--- config.mk ---
export PLATFORM = sky130hd
export DESIGN_NAME = panel_pwr_seq
export DESIGN_NICKNAME = d
export VERILOG_FILES = /design/src/rtl/pseq_pkg.sv /design/src/rtl/pseq_timer.sv /design/src/rtl/pseq_dly_clamp.sv /design/src/rtl/pseq_fsm.sv /design/src/rtl/panel_pwr_seq.sv
export SDC_FILE = /design/constraint.sdc
export NUM_CORES = 1
export LEC_CHECK = 0
export BUFFER_PORTS_ARGS = -buffer_cell sky130_fd_sc_hd__buf_4
export CAP_MARGIN = 0
export CELL_PAD_IN_SITES_DETAIL_PLACEMENT = 0
export CELL_PAD_IN_SITES_GLOBAL_PLACEMENT = 1
export CORE_AREA = 3 3 54 106
export DETAILED_ROUTE_END_ITERATION = 10
export DIE_AREA = 0 0 57 109
export PLACE_DENSITY_LB_ADDON = 0.1
export SYNTH_ARGS = -nofsm -noshare
export SYNTH_HDL_FRONTEND = slang
export SYNTH_SLANG_ARGS = --single-unit
--- constraint.sdc ---
create_clock -name clk -period 6.25 [get_ports clk]
set_input_delay 0.3125 -clock clk [delete_from_list [all_inputs] [get_ports clk]]
set_output_delay 0.3125 -clock clk [all_outputs]
set_load 0.005 [all_outputs]
--- src/rtl/pseq_pkg.sv ---
`timescale 1ns/1ps
// Shared types for the panel power sequencer.
// The state codes are visible at the top-level status port.
package pseq_pkg;
    typedef enum logic [2:0] {
        PS_IDLE   = 3'd0,
        PS_RISE   = 3'd1,
        PS_SETTLE = 3'd2,
        PS_LIVE   = 3'd3,
        PS_DRAIN  = 3'd4,
        PS_FALL   = 3'd5,
        PS_REST   = 3'd6,
        PS_TRIP   = 3'd7
    } pseq_state_e;
endpackage

--- src/rtl/pseq_timer.sv ---
`timescale 1ns/1ps
// Interval counter shared by all timed phases.
// Counts enabled ticks and saturates at all ones.
// Assumes the clear input takes priority over the increment.
module pseq_timer #(
    parameter int CNT_W = 10
) (
    input  logic             clk,
    input  logic             rst_n,
    input  logic             clr_i,
    input  logic             inc_i,
    output logic [CNT_W-1:0] cnt_o
);
    // Clear, or advance by one unless saturated.
    always_ff @(posedge clk) begin
        if (!rst_n)                        cnt_o <= '0;
        else if (clr_i)                    cnt_o <= '0;
        else if (inc_i && (cnt_o != '1))   cnt_o <= cnt_o + 1'b1;
    end
endmodule

--- src/rtl/pseq_dly_clamp.sv ---
`timescale 1ns/1ps
// Converts a delay in milliseconds into ticks.
// The delay is limited to MAX_MS first.
// Assumes MAX_MS * TPM fits in CNT_W bits.
module pseq_dly_clamp #(
    parameter int DLY_W  = 7,
    parameter int MAX_MS = 50,
    parameter int TPM    = 2,
    parameter int CNT_W  = 10
) (
    input  logic [DLY_W-1:0] ms_i,
    output logic [CNT_W-1:0] ticks_o
);
    localparam logic [DLY_W-1:0] MAX_C = DLY_W'(MAX_MS);
    localparam logic [CNT_W-1:0] TPM_C = CNT_W'(TPM);

    logic [DLY_W-1:0] lim;

    // Limit the value, then scale it to ticks.
    always_comb begin
        lim     = (ms_i > MAX_C) ? MAX_C : ms_i;
        ticks_o = CNT_W'(lim) * TPM_C;
    end
endmodule

--- src/rtl/pseq_fsm.sv ---
`timescale 1ns/1ps
// Sequencing state machine.
// It decides every transition from the comparator levels and the shared
// counter value. It also drives the counter's clear and increment, the
// rise-time capture and the two rise flags.
// Assumes the comparator inputs are synchronous to clk.
module pseq_fsm
    import pseq_pkg::*;
#(
    parameter int CNT_W      = 10,
    parameter int RISE_MIN_T = 1,
    parameter int RISE_MAX_T = 20,
    parameter int HOLD_T     = 1000
) (
    input  logic             clk,
    input  logic             rst_n,
    input  logic             tick_i,
    input  logic             up_i,
    input  logic             dn_i,
    input  logic             clr_i,
    input  logic             hi_i,
    input  logic             lo_i,
    input  logic [CNT_W-1:0] cnt_i,
    input  logic [CNT_W-1:0] on_t_i,
    input  logic [CNT_W-1:0] off_t_i,
    output pseq_state_e      st_o,
    output logic             tmr_clr_o,
    output logic             tmr_inc_o,
    output logic             fast_o,
    output logic             slow_o,
    output logic [CNT_W-1:0] rise_o
);
    localparam logic [CNT_W-1:0] MIN_C  = CNT_W'(RISE_MIN_T);
    localparam logic [CNT_W-1:0] MAX_C  = CNT_W'(RISE_MAX_T);
    localparam logic [CNT_W-1:0] HOLD_C = CNT_W'(HOLD_T);

    pseq_state_e st_q, st_d;
    logic        pend_q;

    // Next-state decision.
    always_comb begin
        st_d = st_q;
        unique case (st_q)
            PS_IDLE:   if (up_i) st_d = PS_RISE;
            PS_RISE: begin
                if (hi_i)
                    st_d = (cnt_i < MIN_C) ? PS_TRIP : PS_SETTLE;
                else if (tick_i && lo_i && (cnt_i == MAX_C))
                    st_d = PS_TRIP;
            end
            PS_SETTLE: begin
                if (!hi_i)                  st_d = PS_TRIP;
                else if (cnt_i >= on_t_i)   st_d = PS_LIVE;
            end
            PS_LIVE: begin
                if (!hi_i)                  st_d = PS_TRIP;
                else if (dn_i)              st_d = PS_DRAIN;
            end
            PS_DRAIN: begin
                if (!hi_i)                  st_d = PS_TRIP;
                else if (cnt_i >= off_t_i)  st_d = PS_FALL;
            end
            PS_FALL:   if (!lo_i) st_d = PS_REST;
            PS_REST:   if (cnt_i >= HOLD_C) st_d = (pend_q || up_i) ? PS_RISE : PS_IDLE;
            PS_TRIP:   if (clr_i && (cnt_i >= HOLD_C)) st_d = PS_IDLE;
            default:   st_d = PS_TRIP;
        endcase
    end

    // Counter control.
    // Cleared on any state change, and in a trip while the supply is up.
    // In the ramp it counts only between the two thresholds.
    always_comb begin
        tmr_clr_o = (st_d != st_q) || ((st_q == PS_TRIP) && lo_i);
        if (st_q == PS_RISE)      tmr_inc_o = tick_i && lo_i && !hi_i;
        else if (st_q == PS_TRIP) tmr_inc_o = tick_i && !lo_i;
        else                      tmr_inc_o = tick_i;
    end

    // State register.
    always_ff @(posedge clk) begin
        if (!rst_n) st_q <= PS_IDLE;
        else        st_q <= st_d;
    end

    // Remember a power-up request made during the rest interval.
    always_ff @(posedge clk) begin
        if (!rst_n || (st_q != PS_REST)) pend_q <= 1'b0;
        else if (up_i)                   pend_q <= 1'b1;
    end

    // Rise flags: set on a ramp trip, cleared when the trip is cleared.
    always_ff @(posedge clk) begin
        if (!rst_n) begin
            fast_o <= 1'b0;
            slow_o <= 1'b0;
        end else if ((st_q == PS_RISE) && (st_d == PS_TRIP)) begin
            fast_o <= hi_i;
            slow_o <= !hi_i;
        end else if ((st_q == PS_TRIP) && (st_d == PS_IDLE)) begin
            fast_o <= 1'b0;
            slow_o <= 1'b0;
        end
    end

    // Capture the measured rise time at the 90% crossing.
    always_ff @(posedge clk) begin
        if (!rst_n)                       rise_o <= '0;
        else if ((st_q == PS_RISE) && hi_i) rise_o <= cnt_i;
    end

    assign st_o = st_q;


    rise_entry_chk: assert property (@(posedge clk) disable iff (!rst_n)
        ((st_q == PS_RISE) && ($past(st_q) != PS_RISE)) |-> ($past(up_i) || $past(pend_q)));

    flag_excl_chk: assert property (@(posedge clk) disable iff (!rst_n)
        $onehot0({fast_o, slow_o}));

    link_delay_chk: assert property (@(posedge clk) disable iff (!rst_n)
        ((st_q == PS_LIVE) && ($past(st_q) == PS_SETTLE)) |-> ($past(cnt_i) >= $past(on_t_i)));

    drop_trip_chk: assert property (@(posedge clk) disable iff (!rst_n)
        ((($past(st_q) == PS_SETTLE) || ($past(st_q) == PS_LIVE) || ($past(st_q) == PS_DRAIN))
         && !$past(hi_i)) |-> (st_q == PS_TRIP));

    trip_exit_chk: assert property (@(posedge clk) disable iff (!rst_n)
        (($past(st_q) == PS_TRIP) && (st_q != PS_TRIP)) |-> $past(clr_i));
endmodule

--- src/rtl/panel_pwr_seq.sv ---
`timescale 1ns/1ps
// Top level of the panel logic power sequencer.
// Connects the delay clamps, the shared interval counter and the state
// machine, and decodes the two enables from the state.
// Assumes tick_i pulses are one clock wide.
module panel_pwr_seq
    import pseq_pkg::*;
#(
    parameter int TICKS_PER_MS = 2,
    parameter int RISE_MIN_T   = 1,
    parameter int RISE_MAX_T   = 20,
    parameter int HOLDOFF_MS   = 500,
    parameter int DLY_MAX_MS   = 50,
    parameter int DLY_W        = 7,
    localparam int HOLD_T      = HOLDOFF_MS * TICKS_PER_MS,
    localparam int CNT_W       = $clog2(HOLD_T + 1)
) (
    input  logic             clk,
    input  logic             rst_n,
    input  logic             tick_i,
    input  logic             up_req_i,
    input  logic             dn_req_i,
    input  logic             clr_i,
    input  logic             vdd_hi_i,
    input  logic             vdd_lo_i,
    input  logic [DLY_W-1:0] on_dly_ms_i,
    input  logic [DLY_W-1:0] off_dly_ms_i,
    output logic             sup_en_o,
    output logic             link_en_o,
    output logic [2:0]       state_o,
    output logic             fast_o,
    output logic             slow_o,
    output logic [CNT_W-1:0] rise_ticks_o
);
    localparam int NDLY = 2;

    logic [DLY_W-1:0] dly_ms [NDLY];
    logic [CNT_W-1:0] dly_t  [NDLY];
    logic [CNT_W-1:0] cnt;
    logic             tmr_clr, tmr_inc;
    pseq_state_e      st;

    assign dly_ms[0] = on_dly_ms_i;
    assign dly_ms[1] = off_dly_ms_i;

    for (genvar g = 0; g < NDLY; g++) begin : g_clamp
        pseq_dly_clamp #(
            .DLY_W (DLY_W),
            .MAX_MS(DLY_MAX_MS),
            .TPM   (TICKS_PER_MS),
            .CNT_W (CNT_W)
        ) u_clamp (
            .ms_i   (dly_ms[g]),
            .ticks_o(dly_t[g])
        );
    end

    pseq_timer #(.CNT_W(CNT_W)) u_timer (
        .clk  (clk),
        .rst_n(rst_n),
        .clr_i(tmr_clr),
        .inc_i(tmr_inc),
        .cnt_o(cnt)
    );

    pseq_fsm #(
        .CNT_W     (CNT_W),
        .RISE_MIN_T(RISE_MIN_T),
        .RISE_MAX_T(RISE_MAX_T),
        .HOLD_T    (HOLD_T)
    ) u_fsm (
        .clk      (clk),
        .rst_n    (rst_n),
        .tick_i   (tick_i),
        .up_i     (up_req_i),
        .dn_i     (dn_req_i),
        .clr_i    (clr_i),
        .hi_i     (vdd_hi_i),
        .lo_i     (vdd_lo_i),
        .cnt_i    (cnt),
        .on_t_i   (dly_t[0]),
        .off_t_i  (dly_t[1]),
        .st_o     (st),
        .tmr_clr_o(tmr_clr),
        .tmr_inc_o(tmr_inc),
        .fast_o   (fast_o),
        .slow_o   (slow_o),
        .rise_o   (rise_ticks_o)
    );

    // Decode the enables and the status code from the state.
    always_comb begin
        sup_en_o  = (st == PS_RISE) || (st == PS_SETTLE) || (st == PS_LIVE) || (st == PS_DRAIN);
        link_en_o = (st == PS_LIVE);
        state_o   = st;
    end


    link_good_chk: assert property (@(posedge clk) disable iff (!rst_n)
        $rose(link_en_o) |-> $past(vdd_hi_i));

    supply_order_chk: assert property (@(posedge clk) disable iff (!rst_n)
        ($fell(sup_en_o) && (state_o != 3'd7)) |-> !$past(link_en_o));
endmodule

==> flow_metrics.tcl <==
set metrics [dict create \
    multi_input_area_um2 1380 \
    synthFlopType "dfxtp_1" \
    crit_type "flip-flop to flip-flop" \
    clockBufferDepth 2 \
    ioPinCount 39 \
    grt_usage 0.176 \
    yosysTopAreaCell "dfxtp_1" \
    htree_num_levels 1 \
    cts.root.buffer_cell "clkbuf_8" \
    hp-class "input port to flip-flop" \
    period_share 0.428 \
    netlist_area_um2 1980 \
    port_buffers 38 \
    max_stage_delay_ns 0.92 \
    first_pass_iters 4 \
    yosysWarnings 0 \
    crit_fanout 25 \
    maxCapViolCount 0 \
    slew_headroom 0.334 \
    p_leak_nw 0.954 \
    crit_arrival_ns 2.86 \
    drt_iter0_markers 86 \
    final_antenna_net_count 0 \
    slowest_stage "dfxtp_1" \
    drive_gt1_frac 0.190 \
    coreArea_um2 4950 \
    critical_path.endpoint_type "flip-flop" \
    synth_seq_cells 26 \
    async_flop_share 0 \
    yosys.area.top_type_share 0.263 \
    cts_tree "yes" \
    syn_inst 241 \
    grt_max_degree 26 \
    wl_per_cell_um 16.4 \
    die-area_um2 6210 \
    cts_buffers 3 \
    path_clk_slew_ns 0.10 \
    ys_top_cells_by_area "dfxtp_1 26%, ha_1 11%, nand2_1 7.8%" \
    r2r_setup_slack_ns 3.58 \
    yosysMostFrequentCell "nand2_1" \
    finalWeightedCongestion 0.837 \
    cp-start-kind "flip-flop" \
    hold_buffers 0 \
    report.final.hold_viol_count 0 \
    drc 0 \
    status "complete, no violations" \
    rsz0062_at_grt "no" \
    area_growth_pct 19.0 \
    grt_pass1_wl_um 8620 \
    finClkSkew_ns 0.00751 \
    post-dp-hpwl_um 4170 \
    peakVddDrop_mv 0.182 \
    die_x_um 57 \
    grt_pass1_vias 1835 \
    power_density_nw_per_um2 238 \
    ys_types 53 \
    routed_via_density 5.81 \
    power_uw 561 \
    start_util 0.399 \
    globalRouteOverflowTotal 0 \
    final_util 0.474 \
    antenna_found_initial 0 \
    rows 36 \
    max_slew.worst_pin.slew_ns 0.991 \
    ctsResizeCount 0 \
    vias 1918 \
    synth_edf_count 0 \
    timing.setup.tns_ns 0 \
    post_cts.repair.setup_buffers 0 \
    fmax_mhz 374 \
    synth_common_cells "41 x nand2_1, 26 x dfxtp_1, 17 x ha_1" \
    clk_latency_ns 0.28 \
    fin_nets 313 \
    cp_cell_sequence "nand2_1, or4_4, a32oi_2, o31ai_4, a2111oi_4" \
    seq_area_um2 520 \
    seq_area_frac_synth 0.263 \
    syn_area_per_cell_um2 8.20 \
    setup_viol 0 \
    required_ns 6.44 \
    slew_viol_final 0 \
    routed_wl_um 5400 \
    cts.sinks 26 \
    post-route-min-period_ns 2.67 \
    nFillCells 527 \
    diodes 0 \
    die_y_um 109 \
]
==> routing by layer <==
metal	vias up	share of wire	GRT usage
met3	15	0.034	0.0178
met2	53	0.53	0.326
met5	-	0	0
li1	951	-	-
met4	0	0.035	0.0846
met1	899	0.40	0.195
==> area by class of cell <==
class	count	area share
Clock buffer	3	0.0176
Clock inverter	1	0.0128
Inverter	7	0.0112
Multi-Input combinational cell	198	0.585
Sequential cell	26	0.221
Tap cell	57	0.0303
Timing Repair Buffer	38	0.121
==> critical path, delay by kind of cell (launching register included) <==
family	cells	cell delay [ns]
AOI/OAI and AO/OA	3	0.83
DFF	1	0.92
and+or+nand+nor	2	0.83
==> cell usage in the layout (no fill, tap or decap), types with 3 or more instances in the layout <==
cell and instances:
nor3b_1 3, a31oi_1 6, a21oi_1 9, o21ai_0 7
xnor2_1 3, a211o_1 3, xor2_1 6, clkbuf_8 3
inv_1 7, nand4_1 5, o211ai_1 4, nor4_1 3
nand3_1 9, nand2_1 41, and2_1 3, nor2_1 12
nand4b_1 3, nor3_1 11, dfxtp_1 26, a21boi_0 11
nor2b_1 4, ha_1 17, buf_4 38
==> path summary, 6_finish.rpt <==
path / endpoint / from / cells past startpoint
max: u_timer.cnt_o[2] / u_fsm.st_o[2] / 5
min: u_fsm.fast_o / vdd_hi_i / 3
max reg2reg: u_timer.cnt_o[2] / u_fsm.st_o[2] / 5
min reg2reg: u_fsm.rise_o[1] / u_fsm.rise_o[1] / 2
==> stage by stage <==
stage / hold slack (ns) / std cells / worst slack [ns] / instance area, um2
after floorplan: 0.460 / 242 / 3.74 / 1980
after global placement: 0.453 / 326 / 3.39 / 2280
after global routing: 0.374 / 330 / 3.40 / 2350
after detailed placement: 0.460 / 326 / 3.36 / 2280
final: 0.367 / 330 / 3.58 / 2350
after CTS: 0.363 / 330 / 3.58 / 2350
==> cell families after synthesis <==
family	synth area share
xor gates and xnor gates	0.0399
and+or+nand+nor	0.279
AOI/OAI and AO/OA	0.250
adders and majority gates	0.108
muxes	0.0158
DFF	0.263
other	0.00190
buffers and inverters	0.0418
==> registers in the layout (all words and copies together), names as in the netlist <==
register       flops
u_fsm.slow_o       1
u_fsm.fast_o       1
u_fsm.pend_q       1
u_timer.cnt_o     10
u_fsm.rise_o      10
u_fsm.st_o         3
==> power breakdown <==
group          internal (mW)  switching (mW)  total (mW)  leakage [nW]
Combinational         0.0884           0.120       0.208         0.708
Sequential             0.176          0.0320       0.208         0.210
Clock                 0.0858          0.0588       0.145        0.0357
Total                  0.350           0.211       0.561         0.954
Note: power is estimated with default switching activity, not from simulation.
